**src/rtl/buf_thresh_pkg.sv**
```systemverilog
package buf_thresh_pkg;
  parameter int CNT_W   = 10;
  parameter int NUM_CLS = 2;

  typedef struct packed {
    logic [CNT_W-1:0] pause_on;
    logic [CNT_W-1:0] pause_off;
    logic [CNT_W-1:0] full_on;
    logic [CNT_W-1:0] full_off;
  } thr_set_t;

  // threshold set for a class that may be paused
  localparam thr_set_t PSET = '{
    pause_on:  CNT_W'(170),
    pause_off: CNT_W'(250),
    full_on:   CNT_W'(10),
    full_off:  CNT_W'(50)
  };

  // threshold set for a class that must not be paused
  localparam thr_set_t NSET = '{
    pause_on:  CNT_W'(0),
    pause_off: CNT_W'(0),
    full_on:   CNT_W'(90),
    full_off:  CNT_W'(250)
  };

  localparam logic [CNT_W-1:0] LB_ON  = CNT_W'(170);
  localparam logic [CNT_W-1:0] LB_OFF = CNT_W'(250);
endpackage

```
**src/rtl/thr_select.sv**
```systemverilog
module thr_select
  import buf_thresh_pkg::*;
(
  input  logic     pfc_mode,
  input  logic     pauseable,
  input  logic     prog_valid,
  input  thr_set_t prog,
  output thr_set_t sel
);
  always_comb begin
    if (pfc_mode)
      sel = pauseable ? PSET : NSET;
    else if (prog_valid)
      sel = prog;
    else
      sel = PSET;
  end
endmodule

```
**src/rtl/hyst_flag.sv**
```systemverilog
module hyst_flag #(
  parameter int W = 10
) (
  input  logic         clk,
  input  logic         rst_n,
  input  logic [W-1:0] level,
  input  logic [W-1:0] on_th,
  input  logic [W-1:0] off_th,
  output logic         flag
);
  logic below_on;
  logic above_off;

  assign below_on  = level < on_th;
  assign above_off = level > off_th;

  always_ff @(posedge clk or negedge rst_n) begin
    if (!rst_n)
      flag <= 1'b0;
    else if (below_on)
      flag <= 1'b1;
    else if (above_off)
      flag <= 1'b0;
  end


  set_below_chk: assert property (@(posedge clk) disable iff (!rst_n)
    (level < on_th) |=> flag);


  clear_above_chk: assert property (@(posedge clk) disable iff (!rst_n)
    ((level > off_th) && !(level < on_th)) |=> !flag);


  hold_between_chk: assert property (@(posedge clk) disable iff (!rst_n)
    (!(level < on_th) && !(level > off_th)) |=> $stable(flag));
endmodule

```
**src/rtl/buf_thresh_gen.sv**
```systemverilog
module buf_thresh_gen
  import buf_thresh_pkg::*;
(
  input  logic               clk,
  input  logic               rst_n,
  input  logic [CNT_W-1:0]   free_blocks,
  input  logic               pfc_mode,
  input  logic [NUM_CLS-1:0] pauseable,
  input  logic [CNT_W-1:0]   c1_pause_on,
  input  logic [CNT_W-1:0]   c1_pause_off,
  input  logic [CNT_W-1:0]   c1_full_on,
  input  logic [CNT_W-1:0]   c1_full_off,
  output logic [NUM_CLS-1:0] pause_req,
  output logic [NUM_CLS-1:0] near_full,
  output logic               lb_full
);
  thr_set_t prog_arr [NUM_CLS];
  thr_set_t sel_arr  [NUM_CLS];

  always_comb begin
    prog_arr[0] = PSET;
    prog_arr[1] = '{pause_on: c1_pause_on, pause_off: c1_pause_off,
                    full_on: c1_full_on, full_off: c1_full_off};
  end

  for (genvar c = 0; c < NUM_CLS; c++) begin : g_cls
    thr_select u_sel (
      .pfc_mode  (pfc_mode),
      .pauseable (pauseable[c]),
      .prog_valid(c != 0),
      .prog      (prog_arr[c]),
      .sel       (sel_arr[c])
    );

    hyst_flag #(.W(CNT_W)) u_pause (
      .clk   (clk),
      .rst_n (rst_n),
      .level (free_blocks),
      .on_th (sel_arr[c].pause_on),
      .off_th(sel_arr[c].pause_off),
      .flag  (pause_req[c])
    );

    hyst_flag #(.W(CNT_W)) u_full (
      .clk   (clk),
      .rst_n (rst_n),
      .level (free_blocks),
      .on_th (sel_arr[c].full_on),
      .off_th(sel_arr[c].full_off),
      .flag  (near_full[c])
    );


    nonpause_quiet_chk: assert property (@(posedge clk) disable iff (!rst_n)
      (pfc_mode && !pauseable[c] && !pause_req[c]) |=> !pause_req[c]);
  end

  hyst_flag #(.W(CNT_W)) u_lb (
    .clk   (clk),
    .rst_n (rst_n),
    .level (free_blocks),
    .on_th (LB_ON),
    .off_th(LB_OFF),
    .flag  (lb_full)
  );


  cls0_default_chk: assert property (@(posedge clk) disable iff (!rst_n)
    (!pfc_mode && (free_blocks < PSET.pause_on)) |=> pause_req[0]);


  lb_set_chk: assert property (@(posedge clk) disable iff (!rst_n)
    (free_blocks < LB_ON) |=> lb_full);
endmodule

```
**config.mk**
```make
export PLATFORM = sky130hd
export DESIGN_NAME = buf_thresh_gen
export DESIGN_NICKNAME = d
export VERILOG_FILES = /design/src/rtl/buf_thresh_pkg.sv /design/src/rtl/thr_select.sv /design/src/rtl/hyst_flag.sv /design/src/rtl/buf_thresh_gen.sv
export SDC_FILE = /design/constraint.sdc
export NUM_CORES = 1
export LEC_CHECK = 0
export BUFFER_PORTS_ARGS = -buffer_cell sky130_fd_sc_hd__buf_4
export CELL_PAD_IN_SITES_DETAIL_PLACEMENT = 1
export CELL_PAD_IN_SITES_GLOBAL_PLACEMENT = 1
export CORE_ASPECT_RATIO = 0.6
export CORE_MARGIN = 1.5
export CORE_UTILIZATION = 38
export CTS_CLUSTER_DIAMETER = 80
export CTS_CLUSTER_SIZE = 14
export DETAILED_ROUTE_END_ITERATION = 10
export GPL_TIMING_DRIVEN = 0
export PLACE_DENSITY_LB_ADDON = 0.1
export RECOVER_POWER = 100
export SLEW_MARGIN = 40
export SYNTH_ARGS = -nofsm -noshare
export SYNTH_HDL_FRONTEND = slang
export SYNTH_SLANG_ARGS = --single-unit
```
**constraint.sdc**
```tcl
create_clock -name clk -period 2.76 [get_ports clk]
set_clock_uncertainty 0.05 [all_clocks]
set_input_delay 0.414 -clock clk [delete_from_list [all_inputs] [get_ports clk]]
set_output_delay 0.414 -clock clk [all_outputs]
set_load 0.005 [all_outputs]
```
Word level (Yosys, flattened, before mapping)

Cells that the tools add are included.

Magnitude comparators: 10
Reductions and logical operators: 5
Mux-type cells: 14

Operator list:

| cell                                                                              | count |
|---|---|
| 40-bit two-way mux                                                                | 2 |
| 38-bit two-way mux                                                                | 2 |
| 10-bit greater-than comparator                                                    | 4 |
| 10-bit < comparator                                                               | 4 |
| 10-bit by 8-bit greater-than comparator with 1-bit output (second input constant) | 1 |
| 10-bit by 8-bit < comparator with 1-bit output (second input constant)            | 1 |
| 1-bit two-way mux                                                                 | 10 |
| 2-bit nonzero test                                                                | 5 |

Word-level logic and storage cells: 34
Output and inout bits: 5
Flip-flop bits (word level): 5
Input bits: 55

Longest topological paths before layout

Gate-level depths: netlist of run 1.

Depth after elaboration: 5
Depth in mapped cells: 10
Mapped depth without buffers: 9

Cells and area by module

A second synthesis of run 1 with hierarchy kept.

Cells, all modules: 445
Area, all modules: 3249.4 µm²

Modules (own cells, without submodules):

| module         | area each (µm²) | cells an instance | instances | seq. area each (µm²) |
|---|---|---|---|---|
| hyst_flag      | 511.7           | 69                | 5         | 25.0 |
| thr_select     | 341.6           | 49                | 2         | 0.0 |
| buf_thresh_gen | 7.5             | 2                 | 1         | 0.0 |

Worst setup path before layout of run 1

OpenSTA, ideal clock, no wires.

Path kind: input to register
Start: input port pfc_mode
End: register g_cls[1].u_full.flag
Data required time: 2623 ps
Data arrival time: 1967 ps
Slack: 657 ps
Setup time: 87 ps
Path buffers: 2
Stages on the path: 10
Path through: buf_2 > inv_1 > clkbuf_1 > a21oi_1 > ha_1 > a211oi_1 > nor2_1 > nor4_1 > nor3_1 > o211ai_1

Cells in the longest elaborated chain, start to end: 3
Elaborated cells between the ends (all ways): 5
Classes of those cells: order compare: 2; mux: 2; reduce/logical: 1

Ends and longest elaborated chain:

| item                                                                  | line                             | RTL |
|---|---|---|
| start: declaration                                                    | buf_thresh_gen.sv:7              | `input logic pfc_mode,` |
| 40-bit two-way mux (*)                                                | thr_select.sv:11                 | `if (pfc_mode)` |
| 10-bit < comparator or 10-bit greater-than comparator (tied branches) | hyst_flag.sv:14, hyst_flag.sv:15 |  |
| 1-bit two-way mux or 2-bit nonzero test (tied branches)               | -                                |  |
| end signal: assignment                                                | hyst_flag.sv:19                  | `flag <= 1'b0;` |
| end signal: assignment                                                | hyst_flag.sv:21                  | `flag <= 1'b1;` |
| end signal: assignment                                                | hyst_flag.sv:23                  | `flag <= 1'b0;` |
| end: declaration                                                      | hyst_flag.sv:9                   | `output logic flag` |

Mark *: on every way between the ends. The rest lies on a longest branch, timed or not.
A chain may end at the register's enable or synchronous reset.

Final worst setup path of run 1

Start: input port pfc_mode
End: register g_cls[1].u_pause.flag

Cells in the longest elaborated chain, start to end: 3
Elaborated cells between the ends (all ways): 5
Classes of those cells: order compare: 2; mux: 2; reduce/logical: 1

Ends and longest elaborated chain:

| item                                                                  | line |
|---|---|
| 40-bit two-way mux (*)                                                | thr_select.sv:11 |
| 10-bit < comparator or 10-bit greater-than comparator (tied branches) | hyst_flag.sv:14, hyst_flag.sv:15 |
| 1-bit two-way mux or 2-bit nonzero test (tied branches)               | - |
| end signal: assignment                                                | hyst_flag.sv:19 |
| end signal: assignment                                                | hyst_flag.sv:21 |
| end signal: assignment                                                | hyst_flag.sv:23 |
| end: declaration                                                      | hyst_flag.sv:9 |

Marked as above.

==> flow_summary.rst, run 1 <==
.. list-table::
   :header-rows: 1

   * - Metric
     - Value
   * - Startpoint type of the worst setup path
     - input pin
   * - Length of routed wiring on met1
     - 2800 um
   * - Worst hold path depth
     - 2
   * - Most frequent standard cell in the layout excluding fill and tap cells
     - buf_4
   * - Share of layout cells above drive strength 1
     - 26.8%
   * - Max cap viols
     - 0
   * - Setup slack on the worst flop-to-flop path
     - 1640 ps
   * - Worst slew slack as a fraction of its limit
     - 62.9%
   * - Count of standard-cell rows
     - 17
   * - FILL cells
     - 488
   * - Post-DRT Antenna Nets
     - 0
   * - TritonCTS clock tree
     - yes
   * - Worst min-delay path endpoint
     - g_cls[0].u_full.flag
   * - Net switching power figure
     - 211 uW
   * - Cell taking the most area after synthesis
     - ha_1
   * - Unrepaired setup endpoints after global routing
     - false
   * - Shortest clock period the worst path allows after layout
     - 2520 ps
   * - CTS clk-pin slew, worst paths
     - 40 ps
   * - Num CTS Buffers
     - 3
   * - GRT Residual Overflow
     - 0
   * - Worst VDD drop
     - 136 uV
   * - Vias in the first global route
     - 1862
   * - Yosys warns
     - 0
   * - Crit Path Category
     - in -> reg
   * - Worst setup path startpoint
     - pfc_mode
   * - Number of levels in the clock H-tree
     - 1
   * - Die boundary width
     - 85.7 um
   * - Placeable core region
     - 0.00379 sq mm
   * - Class of the tightest hold or removal check
     - in -> reg
   * - Setup Total Neg Slack
     - 0 ps
   * - DRC violations left
     - 3
   * - Clock tree root buffer cell
     - clkbuf_8
   * - Synthesized netlist cell count
     - 201
   * - Vias
     - 1784
   * - Total Die Area
     - 0.00451 sq mm
   * - Floorplan die height
     - 52.6 um
   * - Flop pwr share
     - 16.1%
   * - Total count of hold-check failures in the final report
     - 0
   * - Count of clock tree sinks
     - 5
   * - Violation count after the first detailed-route iteration
     - 52
   * - Initial antenna violation count
     - 0
   * - Maximum operating frequency
     - 0.397 GHz
   * - Total iterations of the first detailed-routing run
     - 7
   * - Synth unique cells
     - 38
   * - Crit-path max FO
     - 10
   * - Pwr Density
     - 262 mW/mm^2
   * - Most frequent cells in the layout
     - buf_4, ha_1, a21oi_1
   * - Met3 wire len
     - 230 um
   * - Number of max-slew violations in the final report
     - 0
   * - Leakage dissipation
     - 1.04 nW
   * - Number of nets in the finished design
     - 370
   * - CTS-repair resized insts
     - 0
   * - Outcome
     - finished with violations
   * - Final RePlAce weighted congestion
     - 0.902
   * - Initial core utilization
     - 41.1%
   * - Filler-free cell count of the finished design
     - 312
   * - Area growth, synth to finish
     - 35.3%
   * - Power share of the clock group
     - 25.4%
   * - Antenna diode count
     - 0
   * - Buffers from clock root to sink, at most
     - 2
   * - Vias per cell
     - 5.72
   * - Worst R2R Path Depth
     - 3
   * - Data arrival time at the worst-slack endpoint
     - 2610 ps
   * - Pin slew with the least headroom to its limit
     - 557 ps
   * - Ratio of final minimum period to clock period
     - 91.2%
   * - Worst Setup End Kind
     - register
   * - Violated checks
     - DRC
   * - Origin of the critical flop-to-flop path
     - g_cls[0].u_pause.flag
   * - Number of storage elements in the synthesis netlist
     - 5
   * - Beginning of the worst hold path
     - free_blocks[9]
   * - Post-Syn Area per Cell
     - 7.75 sq um
   * - Final WL
     - 5510 um
   * - Switching power share of the total
     - 38.2%
   * - Total global-route track usage
     - 26.8%
   * - Total of endpoints with negative setup slack in the final report
     - 0
   * - Cell Int Power
     - 342 uW
   * - Largest cells by area after synthesis
     - ha_1, dfrtp_1, a21oi_1
   * - Fraction of the yosys area taken by sequential cells
     - 8.03%
   * - Insertion delay of the later-clocked pin in the worst-skew pair
     - 220 ps
   * - Area fraction of the dominant cell type after synthesis
     - 39.4%
   * - Post-synthesis instance area
     - 0.00156 sq mm
   * - Net count after synthesis
     - 305
   * - Worst reg2reg path endpoint
     - g_cls[0].u_pause.flag
   * - Number of input and output port buffers inserted
     - 59
   * - Data required time at the worst endpoint
     - 2850 ps
   * - Wirelength per Cell
     - 17.7 um
   * - Ports placed on the boundary
     - 60
   * - Combinational share of power
     - 58.5%
   * - Number of instances in the placed design
     - 307
   * - Maximum number of pins on one net before global-route repair
     - 11
   * - Global-route wire length before repair
     - 9190 um
   * - Highest metal layer with signal wires
     - met4
   * - Metal2 WL
     - 2460 um
   * - DP HPWL
     - 4420 um
-- how the worst max path moves through the flow --
stage | end | slack [ps] | cells past startpoint
global route | g_cls[1].u_full.flag | 30 | 11
global placement | g_cls[1].u_pause.flag | 70 | 11
detailed placement | g_cls[1].u_pause.flag | 20 | 11
finish | g_cls[1].u_pause.flag | 240 | 11
floorplan | g_cls[1].u_full.flag | 660 | 10
CTS | g_cls[1].u_pause.flag | 280 | 11
-- state kept, by name, summed over array words and instances (netlist names) --
signal              flops
u_lb.flag               1
g_cls.u_pause.flag      2
g_cls.u_full.flag       2
-- Yosys cell counts --
master	n
ha_1	49
a21oi_1	23
nand2_1	20
nor2_1	14
o21ai_0	10
nand4_1	9
inv_1	8
nor3_1	7
a211oi_1	6
nor2b_1	6
dfrtp_1	5
buf_2	4
buf_4	4
a21o_1	3
nand2b_1	3
nor4b_1	3
o21bai_1	3
nand3_1	2
nor4_1	2
o211ai_1	2
a22oi_1	1
a31oi_1	1
a32o_1	1
a41oi_1	1
and2_1	1
and4_1	1
clkbuf_1	1
nand3b_1	1
nand4b_1	1
nor3_2	1
nor3b_1	1
nor4b_2	1
o2111ai_1	1
o21a_1	1
o21ai_1	1
o21ai_2	1
o41ai_1	1
or3_1	1
-- stage by stage --
| stage | util [%] | instance area [sq um] | power [mW] | setup WS, ps | hold WS, ps |
|---|---|---|---|---|---|
| 2_1_floorplan | - | 1560 | 0.259 | 657 | 68.4 |
| 3_3_place_gp | 54.4 | 2060 | 0.397 | 72.5 | 170 |
| 3_5_place_dp | 54.4 | 2060 | 0.410 | 24.3 | 171 |
| 4_1_cts | 55.8 | 2110 | 0.556 | 275 | 399 |
| 5_1_grt | 55.7 | 2110 | 0.606 | 29.7 | 405 |
| 6_report | 55.7 | 2110 | 0.553 | 242 | 397 |
-- timing repair --
| action | CTS | global route |
|---|---|---|
| hold buffers | 1 | 0 |
| setup buffers | 0 | 0 |
| endpoints found under the hold margin | 5 | 0 |
| endpoints found under the setup margin | 0 | 0 |
-- power groups by stage --
| stage | logic, mW | registers (mW) | clock network (mW) |
|---|---|---|---|
| 3_5_place_dp | 0.320 | 0.0899 | 0 |
| 4_1_cts | 0.325 | 0.0891 | 0.141 |
| 3_3_place_gp | 0.307 | 0.0898 | 0 |
| 5_1_grt | 0.367 | 0.0903 | 0.149 |
| 2_1_floorplan | 0.173 | 0.0869 | 0 |
| 6_report | 0.324 | 0.0890 | 0.140 |
-- final cells by class --
class | count | area [sq um] | share of cell area (%)
buffer | 9 | 53.8 | 2.55
clock buffer | 4 | 45.0 | 2.14
inverter | 8 | 30.0 | 1.43
multi-input combinational | 179 | 1350 | 64.0
sequential | 5 | 125 | 5.94
tap | 47 | 58.8 | 2.79
timing repair buffer | 60 | 445 | 21.1
-- logic make-up after synthesis --
kind of cell	Yosys count	synth area share, %
flip-flops	5	8.03
AND/OR/NAND/NOR	74	25.3
adder cells (fa/ha/maj)	49	39.4
AO/OA/AOI/OAI	56	21.9
buffers and inverters	17	5.38
-- per-layer routing --
layer	up-vias	track usage, %
met5	-	0
met4	0	2.42
met3	2	2.68
met2	48	47.2
met1	844	37.0
li1	890	-
-- worst max-delay path, cell delays in order --
cell and delay, ps:
buf_4 120, buf_2 180, inv_1 140, clkbuf_1 460, a21oi_1 150, ha_1 230
nor4b_2 220, o21bai_1 100, a41oi_1 330, o21ai_1 140, o211ai_1 110
No activity file was read; power rests on OpenSTA's default activity.
==> run 2, diff against run 1 <==
--- a/config.mk
+++ b/config.mk
@@ -8,13 +8,13 @@
 export BUFFER_PORTS_ARGS = -buffer_cell sky130_fd_sc_hd__buf_4
 export CELL_PAD_IN_SITES_DETAIL_PLACEMENT = 1
 export CELL_PAD_IN_SITES_GLOBAL_PLACEMENT = 1
-export CORE_ASPECT_RATIO = 0.6
 export CORE_MARGIN = 1.5
-export CORE_UTILIZATION = 38
+export CORE_UTILIZATION = 32
 export CTS_CLUSTER_DIAMETER = 80
 export CTS_CLUSTER_SIZE = 14
 export DETAILED_ROUTE_END_ITERATION = 10
 export GPL_TIMING_DRIVEN = 0
+export MAX_ROUTING_LAYER = met4
 export PLACE_DENSITY_LB_ADDON = 0.1
 export RECOVER_POWER = 100
 export SLEW_MARGIN = 40
==> constraint.sdc (replaced) <==
create_clock -name clk -period 2.1 [get_ports clk]
set_clock_uncertainty 0.05 [all_clocks]
set_input_delay 0.315 -clock clk [delete_from_list [all_inputs] [get_ports clk]]
set_output_delay 0.315 -clock clk [all_outputs]
set_load 0.005 [all_outputs]
==> run 2 against run 1 <==
Compared with the run above:
- the flow now finishes without violations
- worst hold slack got worse by 80 ps
- sequential cell count unchanged
- core utilization decreased by 9.9 points
- worst setup slack got worse by 69 ps
- register-to-register slack got worse by 600 ps
- first-iteration DRC count decreased by 25%
- largest power group unchanged
- highest routed layer unchanged
==> flow_summary.rst, run 2 (synthesis gave the netlist of run 1 again) <==
.. list-table::
   :header-rows: 1

   * - Metric
     - Value
   * - Outcome
     - finished clean (was finished with violations)
   * - Num CTS Buffers
     - 3 (unchanged)
   * - Total Die Area
     - 0.00530 sq mm (was 0.00451 sq mm)
   * - Shortest clock period the worst path allows after layout
     - 1930 ps
   * - Final WL
     - 5120 um (was 5510 um)
   * - Ports placed on the boundary
     - 60 (unchanged)
   * - Most frequent standard cell in the layout excluding fill and tap cells
     - buf_4 (unchanged)
   * - Worst reg2reg path endpoint
     - g_cls[1].u_full.flag (was g_cls[0].u_pause.flag)
   * - Crit Path Category
     - in -> reg (unchanged)
   * - Most frequent cells in the layout
     - buf_4, ha_1, a21oi_1 (unchanged)
   * - Largest stage delay, worst path
     - 290 ps (was 460 ps)
   * - Logic depth of the worst setup path including buffers
     - 10 (was 11)
   * - Origin of the critical flop-to-flop path
     - g_cls[1].u_full.flag (was g_cls[0].u_pause.flag)
   * - Pwr Density
     - 337 mW/mm^2 (was 262 mW/mm^2)
   * - Worst VDD drop
     - 121 uV (was 136 uV)
   * - Worst hold path depth
     - 2 (unchanged)
   * - DP HPWL
     - 4090 um (was 4420 um)
   * - Critical path buffer and inverter count
     - 3 (was 4)
   * - Total count of hold-check failures in the final report
     - 0 (unchanged)
   * - Number of input and output port buffers inserted
     - 59 (unchanged)
   * - Number of instances in the placed design
     - 314 (was 307)
   * - Maximum number of pins on one net before global-route repair
     - 13 (was 11)
   * - Buffers inserted during post-CTS setup optimization
     - 0 (unchanged)
   * - Floorplan die height
     - 72.8 um (was 52.6 um)
   * - Leakage dissipation
     - 1.05 nW (was 1.04 nW)
   * - Die boundary width
     - 72.8 um (was 85.7 um)
   * - GRT Residual Overflow
     - 0 (unchanged)
   * - Placeable core region
     - 0.00469 sq mm (was 0.00379 sq mm)
   * - Max cap viols
     - 0 (unchanged)
   * - Buffers from clock root to sink, at most
     - 2 (unchanged)
   * - Worst R2R Path Depth
     - 3 (unchanged)
   * - Total of endpoints with negative setup slack in the final report
     - 0 (unchanged)
   * - Final RePlAce weighted congestion
     - 0.875 (was 0.902)
   * - Biggest registers after layout
     - g_cls.u_full.flag x2, g_cls.u_pause.flag x2, u_lb.flag x1 (unchanged)
   * - Crit-path max FO
     - 12 (was 10)
   * - Overall power
     - 724 uW (was 553 uW)
   * - Count of standard-cell rows
     - 25 (was 17)
   * - Total iterations of the first detailed-routing run
     - 4 (was 7)
   * - Worst setup endpoint
     - g_cls[1].u_full.flag (was g_cls[1].u_pause.flag)
   * - Filler-free cell count of the finished design
     - 318 (was 312)
   * - Critical path, cell by cell
     - buf_4 -> inv_1 -> buf_2 -> nand2_1 -> ha_1 -> nand4_1 -> nor3_1 -> nor3_1 -> o21ai_0 -> o211ai_1 (was buf_4 -> buf_2 -> inv_1 -> clkbuf_1 -> a21oi_1 -> ha_1 -> nor4b_2 -> o21bai_1 -> a41oi_1 -> o21ai_1 -> o211ai_1)
   * - Pin slew with the least headroom to its limit
     - 414 ps (was 557 ps)
   * - Clock tree root buffer cell
     - clkbuf_8 (unchanged)
   * - TritonCTS clock tree
     - yes (unchanged)
   * - Number of nets in the finished design
     - 369 (was 370)
   * - Data arrival time at the worst-slack endpoint
     - 1970 ps (was 2610 ps)
   * - Area growth, synth to finish
     - 37.8% (was 35.3%)
   * - Maximum operating frequency
     - 0.519 GHz
   * - Antenna diode count
     - 0 (unchanged)
   * - Worst setup path startpoint
     - pfc_mode (unchanged)
   * - Startpoint type of the worst setup path
     - input pin (unchanged)
   * - Vias
     - 1759 (was 1784)
   * - DRC violations left
     - 0 (was 3)
   * - Total global-route track usage
     - 21.5% (was 26.8%)
   * - Insertion delay of the later-clocked pin in the worst-skew pair
     - 220 ps (about the same)
   * - Initial antenna violation count
     - 0 (unchanged)
   * - Wirelength per Cell
     - 16.1 um (was 17.7 um)
   * - Unrepaired setup endpoints after global routing
     - true (was false)
   * - Class of the tightest hold or removal check
     - in -> reg (unchanged)
   * - Share of layout cells above drive strength 1
     - 28.4% (was 26.8%)
   * - Initial core utilization
     - 33.2% (was 41.1%)
   * - FILL cells
     - 585 (was 488)
   * - Kind of cell adding the most delay to the critical path
     - buffers and inverters (unchanged)
   * - Post-DRT Antenna Nets
     - 0 (unchanged)
   * - Violation count after the first detailed-route iteration
     - 39 (was 52)
   * - Setup slack on the worst flop-to-flop path
     - 1040 ps (was 1640 ps)
   * - Worst slew slack as a fraction of its limit
     - 72.4% (was 62.9%)
   * - Worst Setup End Kind
     - register (unchanged)
   * - Number of max-slew violations in the final report
     - 0 (unchanged)
   * - Vias per cell
     - 5.53 (was 5.72)
   * - Global-route wire length before repair
     - 8570 um (was 9190 um)
   * - Number of levels in the clock H-tree
     - 1 (unchanged)
   * - Vias in the first global route
     - 1762 (was 1862)
   * - Count of clock tree sinks
     - 5 (unchanged)
   * - CTS clk-pin slew, worst paths
     - 40 ps (about the same)
   * - Data required time at the worst endpoint
     - 2140 ps (was 2850 ps)
   * - Slowest CP cell
     - ha_1 (was clkbuf_1)
   * - Ratio of final minimum period to clock period
     - 91.8%
   * - Most numerous cell on the critical path
     - nor3_1
==> run 2: changes by cell type in the layout (fill, tap and decap cells not counted), sizes merged <==
cell	previous run	this run
buf	60	59
==> run 2: how the worst min path moves through the flow <==
stage	slack, ps	end	startpoint
after floorplan	-30	g_cls[0].u_full.flag	rst_n
after global placement	80	g_cls[0].u_pause.flag	rst_n
after detailed placement	80	g_cls[0].u_pause.flag	rst_n
after CTS	310	g_cls[0].u_full.flag	free_blocks[9]
after global routing	330	g_cls[0].u_full.flag	free_blocks[9]
final	320	g_cls[0].u_full.flag	free_blocks[9]
==> run 2: report_power, final <==
group / switching (mW) / internal, mW / leakage (nW) / total (mW)
registers: 0.00868 / 0.107 / 0.0625 / 0.116
logic: 0.205 / 0.214 / 0.963 / 0.418
clock network: 0.0585 / 0.131 / 0.0228 / 0.190
==> run 2: per-stage QoR <==
stage / setup slack, ps / instance area (sq um) / setup TNS [ps] / utilization (%) / hold slack [ps]
6_report: 173 / 2150 / 0 / 45.8 / 317
3_5_place_dp: -575 / 2070 / -1290 / 44.1 / 83.9
4_1_cts: 134 / 2140 / 0 / 45.5 / 306
3_3_place_gp: -475 / 2070 / -1180 / 44.1 / 84.0
5_1_grt: -20.1 / 2150 / -20.1 / 45.8 / 330
2_1_floorplan: 95.8 / 1560 / 0 / - / -30.6
==> run 2: cell type report <==
cell class,instances,area (sq um),share of cell area (%)
Inverter,8,30.0,1.40
Timing Repair Buffer,60,449,20.9
Multi-Input combinational cell,179,1370,63.8
Tap cell,54,67.6,3.15
Buffer,8,61.3,2.86
Sequential cell,5,125,5.83
Clock buffer,4,45.0,2.10
==> run 2: repair_timing <==
item	in CTS	in global routing
gates resized for setup	5	3
setup endpoints to repair	3	3
hold endpoints to repair	5	0
hold buffers	1	0
==> run 2: routing by layer <==
metal,part of all wire (%),GRT usage [%],up-vias,wire [um]
met5,0,-,-,0
met4,0.53,4.40,0,27
met3,3.1,0.967,2,158
met2,48,35.9,36,2450
met1,48,29.1,836,2480
li1,-,-,885,-
==> run 3, diff against run 2 <==
--- a/config.mk
+++ b/config.mk
@@ -15,7 +15,7 @@
 export DETAILED_ROUTE_END_ITERATION = 10
 export GPL_TIMING_DRIVEN = 0
 export MAX_ROUTING_LAYER = met4
-export PLACE_DENSITY_LB_ADDON = 0.1
+export PLACE_DENSITY_LB_ADDON = 0.05
 export RECOVER_POWER = 100
 export SLEW_MARGIN = 40
 export SYNTH_ARGS = -nofsm -noshare
==> run 3 against run 2 <==
Compared with the run above:
- critical path depth grew 1
- first-iteration DRC count grew 41%
- die area unchanged
- sequential cell count unchanged
- global-route usage shrank 0.78 points
- critical endpoint unchanged
- largest cell class unchanged
- highest routed layer unchanged
==> flow_summary.rst, run 3 (synthesis gave the netlist of run 1 again) <==
.. list-table::
   :header-rows: 1

   * - Metric
     - Value
   * - Outcome
     - finished clean (unchanged)
   * - Final WL
     - 5100 um (was 5120 um)
   * - Ports placed on the boundary
     - 60 (unchanged)
   * - Largest stage delay, worst path
     - 280 ps (was 290 ps)
   * - Share of layout cells above drive strength 1
     - 29.5% (was 28.4%)
   * - Worst Setup End Kind
     - register (unchanged)
   * - Number of instances in the placed design
     - 314 (unchanged)
   * - Number of input and output port buffers inserted
     - 59 (unchanged)
   * - Number of levels in the clock H-tree
     - 1 (unchanged)
   * - Met3 wire len
     - 186 um (was 158 um)
   * - Setup slack on the worst flop-to-flop path
     - 1040 ps (about the same)
   * - Worst VDD drop
     - 130 uV (was 121 uV)
   * - Pwr Density
     - 335 mW/mm^2 (was 337 mW/mm^2)
   * - Total Die Area
     - 0.00530 sq mm (unchanged)
   * - Total global-route track usage
     - 20.8% (was 21.5%)
   * - Area growth, synth to finish
     - 40.4% (was 37.8%)
   * - Shortest clock period the worst path allows after layout
     - 1970 ps (was 1930 ps)
   * - CTS clk-pin slew, worst paths
     - 40 ps (about the same)
   * - Origin of the critical flop-to-flop path
     - g_cls[1].u_full.flag (unchanged)
   * - Placeable core region
     - 0.00469 sq mm (unchanged)
   * - Worst R2R Path Depth
     - 3 (unchanged)
   * - Clock tree root buffer cell
     - clkbuf_8 (unchanged)
   * - Antenna diode count
     - 0 (unchanged)
   * - Die boundary width
     - 72.8 um (unchanged)
   * - Vias per cell
     - 5.46 (was 5.53)
   * - DRC violations left
     - 0 (unchanged)
   * - Total of endpoints with negative setup slack in the final report
     - 0 (unchanged)
   * - Startpoint type of the worst setup path
     - input pin (unchanged)
   * - Critical path, cell by cell
     - buf_4 -> buf_8 -> clkinvlp_4 -> buf_8 -> a21oi_1 -> ha_1 -> a211oi_2 -> nor2_1 -> nor4_1 -> nor3_1 -> o211ai_1 (was buf_4 -> inv_1 -> buf_2 -> nand2_1 -> ha_1 -> nand4_1 -> nor3_1 -> nor3_1 -> o21ai_0 -> o211ai_1)
   * - Biggest registers after layout
     - g_cls.u_full.flag x2, g_cls.u_pause.flag x2, u_lb.flag x1 (unchanged)
   * - Vias
     - 1757 (was 1759)
   * - TritonCTS clock tree
     - yes (unchanged)
   * - Floorplan die height
     - 72.8 um (unchanged)
   * - Slowest CP cell
     - ha_1 (unchanged)
   * - Number of max-slew violations in the final report
     - 0 (unchanged)
   * - Violation count after the first detailed-route iteration
     - 55 (was 39)
   * - GRT Residual Overflow
     - 0 (unchanged)
   * - Filler-free cell count of the finished design
     - 322 (was 318)
   * - Max cap viols
     - 0 (unchanged)
   * - Overall power
     - 734 uW (was 724 uW)
   * - Global-route wire length before repair
     - 8180 um (was 8570 um)
   * - Insertion delay of the later-clocked pin in the worst-skew pair
     - 230 ps (was 220 ps)
   * - Crit-path max FO
     - 10 (was 12)
   * - Post-DRT Antenna Nets
     - 0 (unchanged)
   * - Worst setup endpoint
     - g_cls[1].u_full.flag (unchanged)
   * - Worst reg2reg path endpoint
     - g_cls[1].u_full.flag (unchanged)
   * - Worst slew slack as a fraction of its limit
     - 75.2% (was 72.4%)
   * - Number of nets in the finished design
     - 373 (was 369)
   * - Initial antenna violation count
     - 0 (unchanged)
   * - Most frequent cells in the layout
     - buf_4, ha_1, a21oi_1 (unchanged)
   * - Pin slew with the least headroom to its limit
     - 371 ps (was 414 ps)
   * - Post-layout util
     - 46.6% (was 45.8%)
   * - Vias in the first global route
     - 1735 (was 1762)
   * - Most numerous cell on the critical path
     - buf_8 (was nor3_1)
   * - Total count of hold-check failures in the final report
     - 0 (unchanged)
   * - Data arrival time at the worst-slack endpoint
     - 2070 ps (was 1970 ps)
   * - Count of clock tree sinks
     - 5 (unchanged)
   * - DP HPWL
     - 4000 um (was 4090 um)
   * - Ratio of final minimum period to clock period
     - 94.0% (was 91.8%)
   * - Buffers from clock root to sink, at most
     - 2 (unchanged)
   * - Maximum operating frequency
     - 0.507 GHz (was 0.519 GHz)
   * - Maximum number of pins on one net before global-route repair
     - 11 (was 13)
   * - Class of the tightest hold or removal check
     - in -> reg (unchanged)
   * - Final RePlAce weighted congestion
     - 0.812 (was 0.875)
   * - Data required time at the worst endpoint
     - 2190 ps (was 2140 ps)
   * - Leakage dissipation
     - 1.07 nW (was 1.05 nW)
   * - Initial core utilization
     - 33.2% (unchanged)
   * - Count of standard-cell rows
     - 25 (unchanged)
   * - Most frequent standard cell in the layout excluding fill and tap cells
     - buf_4 (unchanged)
   * - FILL cells
     - 605 (was 585)
   * - Total iterations of the first detailed-routing run
     - 4 (unchanged)
   * - Metal2 WL
     - 2500 um (was 2450 um)
   * - Num CTS Buffers
     - 3 (unchanged)
   * - Length of routed wiring on met1
     - 2410 um (was 2480 um)
   * - Crit Path Category
     - in -> reg (unchanged)
   * - Highest metal layer with signal wires
     - met4 (unchanged)
   * - Wirelength per Cell
     - 15.8 um (was 16.1 um)
   * - Worst setup path startpoint
     - pfc_mode (unchanged)
-- run 3: timing repair --
| action | CTS | global route |
|---|---|---|
| hold buffers | 1 | 0 |
| buffers inserted | 0 | 3 |
| pin swaps | 0 | 4 |
| endpoints found under the setup margin | 2 | 3 |
| gates cloned | 0 | 0 |
| hold endpoints to repair | 5 | 0 |
| resized for setup | 3 | 15 |
-- run 3: metal layers --
layer,up-vias,track usage [%]
met2,38,35.1
met3,2,3.45
met1,823,26.8
met5,-,-
met4,0,2.52
li1,894,-
-- run 3: report_power, final --
part	internal [mW]	switching, mW	total (mW)
Clock	0.131	0.0577	0.189
Combinational	0.222	0.206	0.428
Sequential	0.107	0.00900	0.116
-- run 3: worst min-delay path by stage --
stage	cells after the start	start	to	slack (ps)
after CTS	2	free_blocks[9]	g_cls[0].u_full.flag	300
after global routing	2	free_blocks[9]	g_cls[0].u_full.flag	310
after floorplan	0	rst_n	g_cls[0].u_full.flag	-30
after detailed placement	1	rst_n	g_cls[0].u_pause.flag	80
final	2	free_blocks[9]	g_cls[0].u_full.flag	310
after global placement	1	rst_n	g_cls[0].u_pause.flag	80
-- run 3: layout make-up --
cell class	count	area (sq um)	share of cell area [%]
Multi-Input combinational cell	179	1360	62.4
Timing Repair Buffer	63	472	21.6
Sequential cell	5	125	5.72
Buffer	9	80.1	3.66
Tap cell	54	67.6	3.09
Clock buffer	4	45.0	2.06
Inverter	8	33.8	1.54
-- run 3: critical path: cells and delay by family --
kind	cells	cell delay, ps
fa+ha+maj	1	280
compound gates	3	470
buf+inv	4	560
simple gates	3	430
-- run 3: stage by stage --
stage	hold slack [ps]	cell area [sq um]	setup TNS [ps]	setup slack [ps]
2_1_floorplan	-30.6	1560	0	95.8
3_3_place_gp	80.5	2070	-1170	-478
3_5_place_dp	82.2	2070	-1150	-438
4_1_cts	296	2130	0	11.3
5_1_grt	311	2190	-4.05	-4.05
6_report	310	2190	0	126
